--- src/rtl/svcport_pkg.sv ---
package svcport_pkg;
  typedef enum logic {MODE_IN = 1'b0, MODE_OUT = 1'b1} port_mode_e;

  function automatic logic dev_selected(input logic s_lo_n, input logic s_hi);
    return (!s_lo_n) && s_hi;
  endfunction

  function automatic logic falling(input logic prev, input logic now);
    return prev && !now;
  endfunction
endpackage

--- src/rtl/svcport_ctrl.sv ---
module svcport_ctrl
  import svcport_pkg::*;
(
  input  logic sel_lo_n,
  input  logic sel_hi,
  input  logic mode,
  input  logic stb,
  output logic sel,
  output logic lclk,
  output logic oe
);
  port_mode_e pm;
  always_comb begin
    pm  = port_mode_e'(mode);
    sel = dev_selected(sel_lo_n, sel_hi);
    if (pm == MODE_OUT) begin
      lclk = sel;
      oe   = 1'b1;
    end else begin
      lclk = stb;
      oe   = sel;
    end
  end
endmodule

--- src/rtl/svcport_latch.sv ---
module svcport_latch #(
  parameter int W = 8
) (
  input  logic         clk,
  input  logic         rst_n,
  input  logic         lclk,
  input  logic         clr_n,
  input  logic [W-1:0] d,
  output logic [W-1:0] q
);
  always_ff @(posedge clk or negedge rst_n) begin
    if (!rst_n)      q <= '0;
    else if (lclk)   q <= d;
    else if (!clr_n) q <= '0;
  end
endmodule

--- src/rtl/svcport_svcreq.sv ---
module svcport_svcreq
  import svcport_pkg::*;
(
  input  logic clk,
  input  logic rst_n,
  input  logic stb,
  input  logic sel,
  input  logic clr_n,
  output logic pend,
  output logic fall
);
  logic stb_q;
  assign fall = falling(stb_q, stb);

  always_ff @(posedge clk or negedge rst_n) begin
    if (!rst_n) begin
      stb_q <= 1'b0;
      pend  <= 1'b0;
    end else begin
      stb_q <= stb;
      if (!clr_n || sel) pend <= 1'b0;
      else if (fall)     pend <= 1'b1;
    end
  end
endmodule

--- src/rtl/svcport_top.sv ---
module svcport_top #(
  parameter int W = 8
) (
  input  logic         clk,
  input  logic         rst_n,
  input  logic         sel_lo_n,
  input  logic         sel_hi,
  input  logic         mode,
  input  logic         stb,
  input  logic         clr_n,
  input  logic [W-1:0] bus_d,
  output logic [W-1:0] port_q,
  output logic         port_oe,
  output logic         irq_n
);
  logic sel_w, lclk_w, pend_w, fall_w;

  svcport_ctrl u_ctrl (
    .sel_lo_n(sel_lo_n), .sel_hi(sel_hi), .mode(mode), .stb(stb),
    .sel(sel_w), .lclk(lclk_w), .oe(port_oe)
  );

  svcport_latch #(.W(W)) u_latch (
    .clk(clk), .rst_n(rst_n), .lclk(lclk_w), .clr_n(clr_n),
    .d(bus_d), .q(port_q)
  );

  svcport_svcreq u_req (
    .clk(clk), .rst_n(rst_n), .stb(stb), .sel(sel_w), .clr_n(clr_n),
    .pend(pend_w), .fall(fall_w)
  );

  assign irq_n = ~(pend_w | sel_w);
endmodule

--- config.mk ---
export PLATFORM = sky130hd
export DESIGN_NAME = svcport_top
export DESIGN_NICKNAME = d
export VERILOG_FILES = /design/src/rtl/svcport_pkg.sv /design/src/rtl/svcport_ctrl.sv /design/src/rtl/svcport_latch.sv /design/src/rtl/svcport_svcreq.sv /design/src/rtl/svcport_top.sv
export SDC_FILE = /design/constraint.sdc
export NUM_CORES = 1
export LEC_CHECK = 0
export ABC_AREA = 1
export BUFFER_PORTS_ARGS = -buffer_cell sky130_fd_sc_hd__buf_4
export CAP_MARGIN = 20
export CELL_PAD_IN_SITES_DETAIL_PLACEMENT = 1
export CELL_PAD_IN_SITES_GLOBAL_PLACEMENT = 2
export CORE_UTILIZATION = 23
export DETAILED_ROUTE_END_ITERATION = 12
export GPL_ROUTABILITY_DRIVEN = 1
export PLACE_DENSITY_LB_ADDON = 0.2
export SYNTH_ARGS = -nofsm -noshare
export SYNTH_HDL_FRONTEND = slang
export SYNTH_SLANG_ARGS = --single-unit
--- constraint.sdc ---
create_clock -name clk -period 1.9 [get_ports clk]
set_input_delay 0.095 -clock clk [delete_from_list [all_inputs] [get_ports clk]]
set_output_delay 0.095 -clock clk [all_outputs]
set_load 0.1 [all_outputs]
-- After elaboration in Yosys (flattened, before gate mapping)
Index checks and enable logic that the tools add are counted.
- bits in registers: 10
- output and inout bits: 10
- mux-type cells: 6
- bitwise operators: 2
- equality and inequality tests: 1
- reduce and logical (&&, ||, !) cells: 7
- operator list (cell ; count):
    $mux 8 ; 2
    $mux 1 ; 4
    $logic_not 1->1 ; 3
    $logic_and 1x1->1 ; 2
    $ne 2x1->1 const B ; 1
    $reduce_bool 2->1 ; 1
    $logic_or 1x1->1 ; 1
    $not 1->1 ; 1
    $or 1x1->1 ; 1

-- Longest topological paths before layout
Gate-level depths: netlist of run 1.
- word-level depth: 4
- mapped depth: 5
- mapped depth without buffers: 5

-- Modules after synthesis
A second synthesis of run 1 with hierarchy kept.
- cells, all modules: 53
- area, all modules: 440.4 µm²
- modules (own cells, without submodules) (module ; times used ; cells each ; area each (µm²)):
    svcport_latch ; 1 ; 35 ; 320.3
    svcport_svcreq ; 1 ; 9 ; 83.8
    svcport_ctrl ; 1 ; 8 ; 32.5
    svcport_top ; 1 ; 1 ; 3.8

-- Least setup slack after synthesis of run 1
OpenSTA, ideal clock, no wires.
- path kind: flip-flop to output port
- start point: reg u_req.pend
- end point: out irq_n
- cell stages (with the launch flop): 2
- data required time: 1805 ps
- path buffers: 0
- data arrival time: 1825 ps
- slack: -20 ps
- path through: dfrtp_1 > a21oi_1
- word-level cells in the longest chain between the ends: 2
- RTL lines (item ; RTL line ; source):
    start: declaration ; svcport_svcreq.sv:9 ; output logic pend,
    start signal: assignment ; svcport_svcreq.sv:18 ; pend <= 1'b0;
    start signal: assignment ; svcport_svcreq.sv:21 ; if (!clr_n || sel) pend <= 1'b0;
    start signal: assignment ; svcport_svcreq.sv:22 ; else if (fall) pend <= 1'b1;
    $or 1x1->1 ; svcport_top.sv:33 ; assign irq_n = ~(pend_w | sel_w);
    $not 1->1 ; svcport_top.sv:33 ;
    end: declaration ; svcport_top.sv:14 ; output logic irq_n
No other way between the ends.

-- Worst setup path after layout of run 1
Ends and elaborated chain as after synthesis.

==> impl_metrics.toml, run 1 <==
[final_layout]
fillCellCount = 226
areaGrowthSynthToFinish_pct = 57.2
drive_gt1_frac = 0.427
nNetsFinal = 92
stdcell_area_um2 = 694
antenna_cells = 0
final_util = 0.394
final_cells = 100

[worst_hold_path]
whs_path_depth = 3
hold_end = "u_latch.q[0]$_DFFE_PN0P_"
min_from = "bus_d[0]"
holdCritPathClass = "in2reg"

[die]
io_pins = 25
start_util = 0.250
die_w_um = 45.8
die_h_um = 45.8
rows = 15
die-area_um2 = 2100
core_um2 = 1760

[synth]
yosys.cell_types.count = 10
yosysTopAreaCell = "dfrtp_1"
synth_top_area_share = 0.567
synth-seq-cells = 10
synth_cells = 47
synth_ff_type = "dfrtp_1"
syn-cell-area_um2 = 442
async_flop_share = 1.00
synth-edff-count = 0
syn-num-nets = 62
avgSynthCellArea_um2 = 9.40
yosys_warnings = 0
synth.most_common_cell = "nand2_1"
synthTopCellsByCount = "nand2_1, dfrtp_1, nand4_1"
yosysSeqAreaShare = 0.567
synth_area_leaders = "dfrtp_1, nand2_1, nand4_1, nand2_4, nand3_4"

[power_and_ir_drop]
pwr-share-clk = 0.235
p_sw_frac = 0.419
pwr-share-comb = 0.378
power.leakage_nw = 0.379
switchingPower_mw = 0.259
ir_worst_vdd_mv = 0.373
pwr-share-seq = 0.387
power.total_mw = 0.619
p_int_mw = 0.360
powerDensity_nw_per_um2 = 892

[run_status]
outcome = "complete, no violations"

[critical_path]
worstPathCellList = "a21oi_2 > buf_4"
r2r_setup_slack_ns = 1.23
max_stage_delay_ns = 0.39
critical_path_class = "reg2out"
startpoint = "u_req.pend$_DFFE_PN0P_"
cp.arrival_ns = 1.05
slowest_stage = "dfrtp_1"
required_ns = 1.80
r2r_cells = 2
rr_startpoint = "u_req.pend$_DFFE_PN0P_"
crit_path_end_kind = "output port"
crit_fanout = 2
critPathLaunchType = "flip-flop"
r2r-end = "u_req.pend$_DFFE_PN0P_"

[sta]
finalCriticalPeriod_ns = 1.14
fin_hold_ws_ns = 0.0301
slew_viol_final = 0
maxClockFrequency_ghz = 0.875
slew_headroom = 0.815
worstMarginPinSlew_ns = 0.280
final_hold_viol_count = 0
fin_crit_sh = 0.601
rsz0062_at_grt = "no"
setup_tns_ns = 0
fin_ws_ns = 0.757
setup_viol = 0
clock_skew_ns = 0.0000464

[cts]
cts_buffers = 3
clock_latency_ns = 0.26
clk_pin_slew_ns = 0.06
postCtsHoldBufs = 2
cts_root_buffer = "clkbuf_4"
cts_resized = 0
cts_sinks = 10
cts_max_level = 1
clk_path_buf_depth = 2
cts_tree = "built"
cts_setup_buffers = 0

[global_route]
grt_pass1_wl_um = 1870
grt_usage = 0.135
grt_pass1_vias = 416
grt_max_degree = 11
antenna_found_initial = 0
globalRouteOverflowTotal = 0

[placement]
hpwl_um = 833
gp_congestion = 0.691
place_inst = 95
dp_worst_setup_slack_ns = 1.03
io_buffers = 24
dpl_cell_area_um2 = 652

[route]
num_vias = 438
wl_per_cell_um = 11.0
drc = 0
drt_iter0_markers = 2
postRouteWirelength_um = 1100
antenna_left = 0
viasPerCell = 4.38
dr.pass1.iters = 2

[flow_run]
drv_cap = 0
==> sequential cells by signal (all words and copies together) (netlist names) <==
name / cells
u_latch.q: 8
u_req.stb_q: 1
u_req.pend: 1
==> layout make-up <==
| cell class | instances | area [um^2] | share of cell area |
|---|---|---|---|
| clock buffer | 3 | 22.5 | 0.0324 |
| inverter | 3 | 11.3 | 0.0162 |
| multi-input combinational | 33 | 179 | 0.258 |
| sequential | 10 | 250 | 0.360 |
| tap | 25 | 31.3 | 0.0450 |
| timing repair buffer | 26 | 200 | 0.288 |
==> worst max path at each step <==
stage	slack [ns]	cells after the start	to
after floorplan	0.61	1	irq_n
after global placement	1.03	2	irq_n
after detailed placement	1.03	5	port_oe
after CTS	0.74	2	irq_n
after global routing	0.72	2	irq_n
final	0.76	2	irq_n
==> placed cells by master, fill, tap and decap left out, drive strengths merged <==
cell type,count
buf,24
clkbuf,3
nor2,1
dlygate4sd3,2
dfrtp,10
a21oi,2
nand3,1
nand4,8
nand2,21
inv,3
==> critical path: cells and delay by family, from the launching register on <==
kind,cells,cell delay (ns)
flip-flops,1,0.39
AO/OA/AOI/OAI,1,0.10
buffers and inverters,1,0.29
==> cells by family after synthesis <==
kind of cell,synth area share
AND/OR/NAND/NOR,0.374
AO/OA/AOI/OAI,0.0227
flip-flops,0.567
buffers and inverters,0.0368
==> power groups by stage <==
stage	clock, mW	combinational, mW	sequential [mW]
global route	0.168	0.247	0.241
detailed placement	0	0.233	0.244
floorplan	0	0.0568	0.351
finish	0.146	0.234	0.239
CTS	0.150	0.236	0.240
global placement	0	0.232	0.243
==> routing by layer <==
metal | share of wire | global-route usage | vias up
li1 | - | - | 216
met1 | 0.44 | 0.161 | 202
met4 | 0.0073 | 0.0706 | 0
met3 | 0.080 | 0.0595 | 2
met5 | 0 | 0 | -
met2 | 0.48 | 0.203 | 18
(Power assumes the default switching activity.)
==> run 2: changes to the inputs <==
Settings changed: CORE_UTILIZATION 23 to 20.
Clock period 1.9 ns to 1 ns, I/O delays scaled along.
==> run 2 against run 1 <==
The flow now finishes with violations (negative setup slack). Register-to-register slack got worse by 0.91 ns. Global-route usage fell by 2.1 points. Via count up 7.1%. Sequential cell count did not move. Non-clock buffer count grew 8. Final area up 17%. Critical path type unchanged. Largest cell class is now non-clock buffers.
==> impl_metrics.toml, run 2 (synthesis gave the netlist of run 1 again) <==
[run_status]
outcome = "complete, but fails checks"
violations = "negative setup slack"

[critical_path]
cpLargestDelayFamily = "flip-flops"
crit_path_end_kind = "output port"
max_stage_delay_ns = 0.40
crit_fanout = 2
critPathLaunchType = "flip-flop"
cp.arrival_ns = 0.99
critPathBufInv = 1
worstPathCellList = "a21oi_4 > buf_12"
critical_path_class = "reg2out"
slowest_stage = "dfrtp_1"
required_ns = 0.95

[die]
die_h_um = 49.0
die_w_um = 49.0
io_pins = 25
rows = 16
core_um2 = 2020
start_util = 0.218
die-area_um2 = 2400

[global_route]
grt_max_degree = 11
grt_usage = 0.114
grt_pass1_wl_um = 2060
antenna_found_initial = 0
grt_pass1_vias = 482
globalRouteOverflowTotal = 0

[sta]
fin_crit_sh = 1.04
setup_viol = 1
fin_ws_ns = -0.0355
clock_skew_ns = 0.0000414
finalCriticalPeriod_ns = 1.04
final_hold_viol_count = 0
setup_tns_ns = -0.0355
maxClockFrequency_ghz = 0.966
rsz0062_at_grt = "yes"
slew_headroom = 0.813
worstMarginPinSlew_ns = 0.282
slew_viol_final = 0

[final_layout]
drive_gt1_frac = 0.476
areaGrowthSynthToFinish_pct = 84.4
final_cells = 111
largest-register = "u_latch.q"
final_util = 0.403
largestRegisters = "u_latch.q (8), u_req.pend (1), u_req.stb_q (1)"
antenna_cells = 0
fillCellCount = 244
mostFrequentLayoutCell = "buf_4"
nNetsFinal = 100
largest_register_ffs = 8
final_cell_mix = "buf_4, nand2_1, dlygate4sd3_1"

[route]
top_layer_used = "met4"
drt_iter0_markers = 3
wl_per_cell_um = 10.7
dr.pass1.iters = 2
wl_met3_um = 50
viasPerCell = 4.23
antenna_left = 0
num_vias = 469
wl_met2_um = 593
postRouteWirelength_um = 1190
drc = 0
m1WireLength_um = 532

[cts]
cts_root_buffer = "clkbuf_4"
clk_path_buf_depth = 2
clk_pin_slew_ns = 0.06
cts_setup_buffers = 0
cts_sinks = 10
cts_tree = "built"
cts_buffers = 3
cts_max_level = 1
clock_latency_ns = 0.26

[placement]
gp_congestion = 0.638
io_buffers = 24
dp_worst_setup_slack_ns = 0.156
place_inst = 97
hpwl_um = 857

[power_and_ir_drop]
ir_worst_vdd_mv = 0.584
power.leakage_nw = 0.411
power.total_mw = 1.24
powerDensity_nw_per_um2 = 1520

[worst_hold_path]
holdCritPathClass = "in2reg"

[flow_run]
drv_cap = 0
## run 2: stage by stage
step	hold WS (ns)	area, um^2
floorplan	-0.246	463
global placement	-0.110	672
detailed placement	-0.108	672
CTS	0.0814	811
global route	0.0983	815
finish	0.0865	815
## run 2: path summary, 6_finish.rpt
path,startpoint,end,slack [ns],cells after the start
max,u_req.pend$_DFFE_PN0P_,irq_n,-0.04,2
max reg2reg,u_req.pend$_DFFE_PN0P_,u_req.pend$_DFFE_PN0P_,0.32,2
min reg2reg,u_req.stb_q$_DFF_PN0_,u_req.pend$_DFFE_PN0P_,0.50,2
min in group asynchronous,rst_n,u_latch.q[0]$_DFFE_PN0P_,0.14,2
min,clr_n,u_req.pend$_DFFE_PN0P_,0.09,3
max in group asynchronous,rst_n,u_latch.q[2]$_DFFE_PN0P_,0.70,2
## run 2: power by group
group | switching (mW) | total, mW | internal [mW] | leakage, nW
registers | 0.0185 | 0.460 | 0.441 | 0.118
logic | 0.345 | 0.487 | 0.142 | 0.278
clock network | 0.141 | 0.295 | 0.154 | 0.0150
## run 2: tightest hold or removal path, stage by stage
cell and delay, ns:
buf_4 0.15, nand2_1 0.07, nor2_1 0.04
## run 2: layer usage
layer,GRT usage,vias to the layer above
li1,-,234
met1,0.135,218
met2,0.194,15
met3,0.0218,2
met4,0.0588,0
met5,0,-
## run 2: area by class of cell
cell class	count	area, um^2	share of cell area
tap	27	33.8	0.0415
clock buffer	4	26.3	0.0323
timing repair buffer	34	297	0.364
inverter	3	11.3	0.0138
multi-input combinational	33	186	0.229
sequential	10	260	0.320
## run 2: what timing repair did
action	4_1_cts	5_1_grt
hold endpoints to repair	19	0
hold buffers	10	0
setup endpoints to repair	1	2
resized for setup	3	1
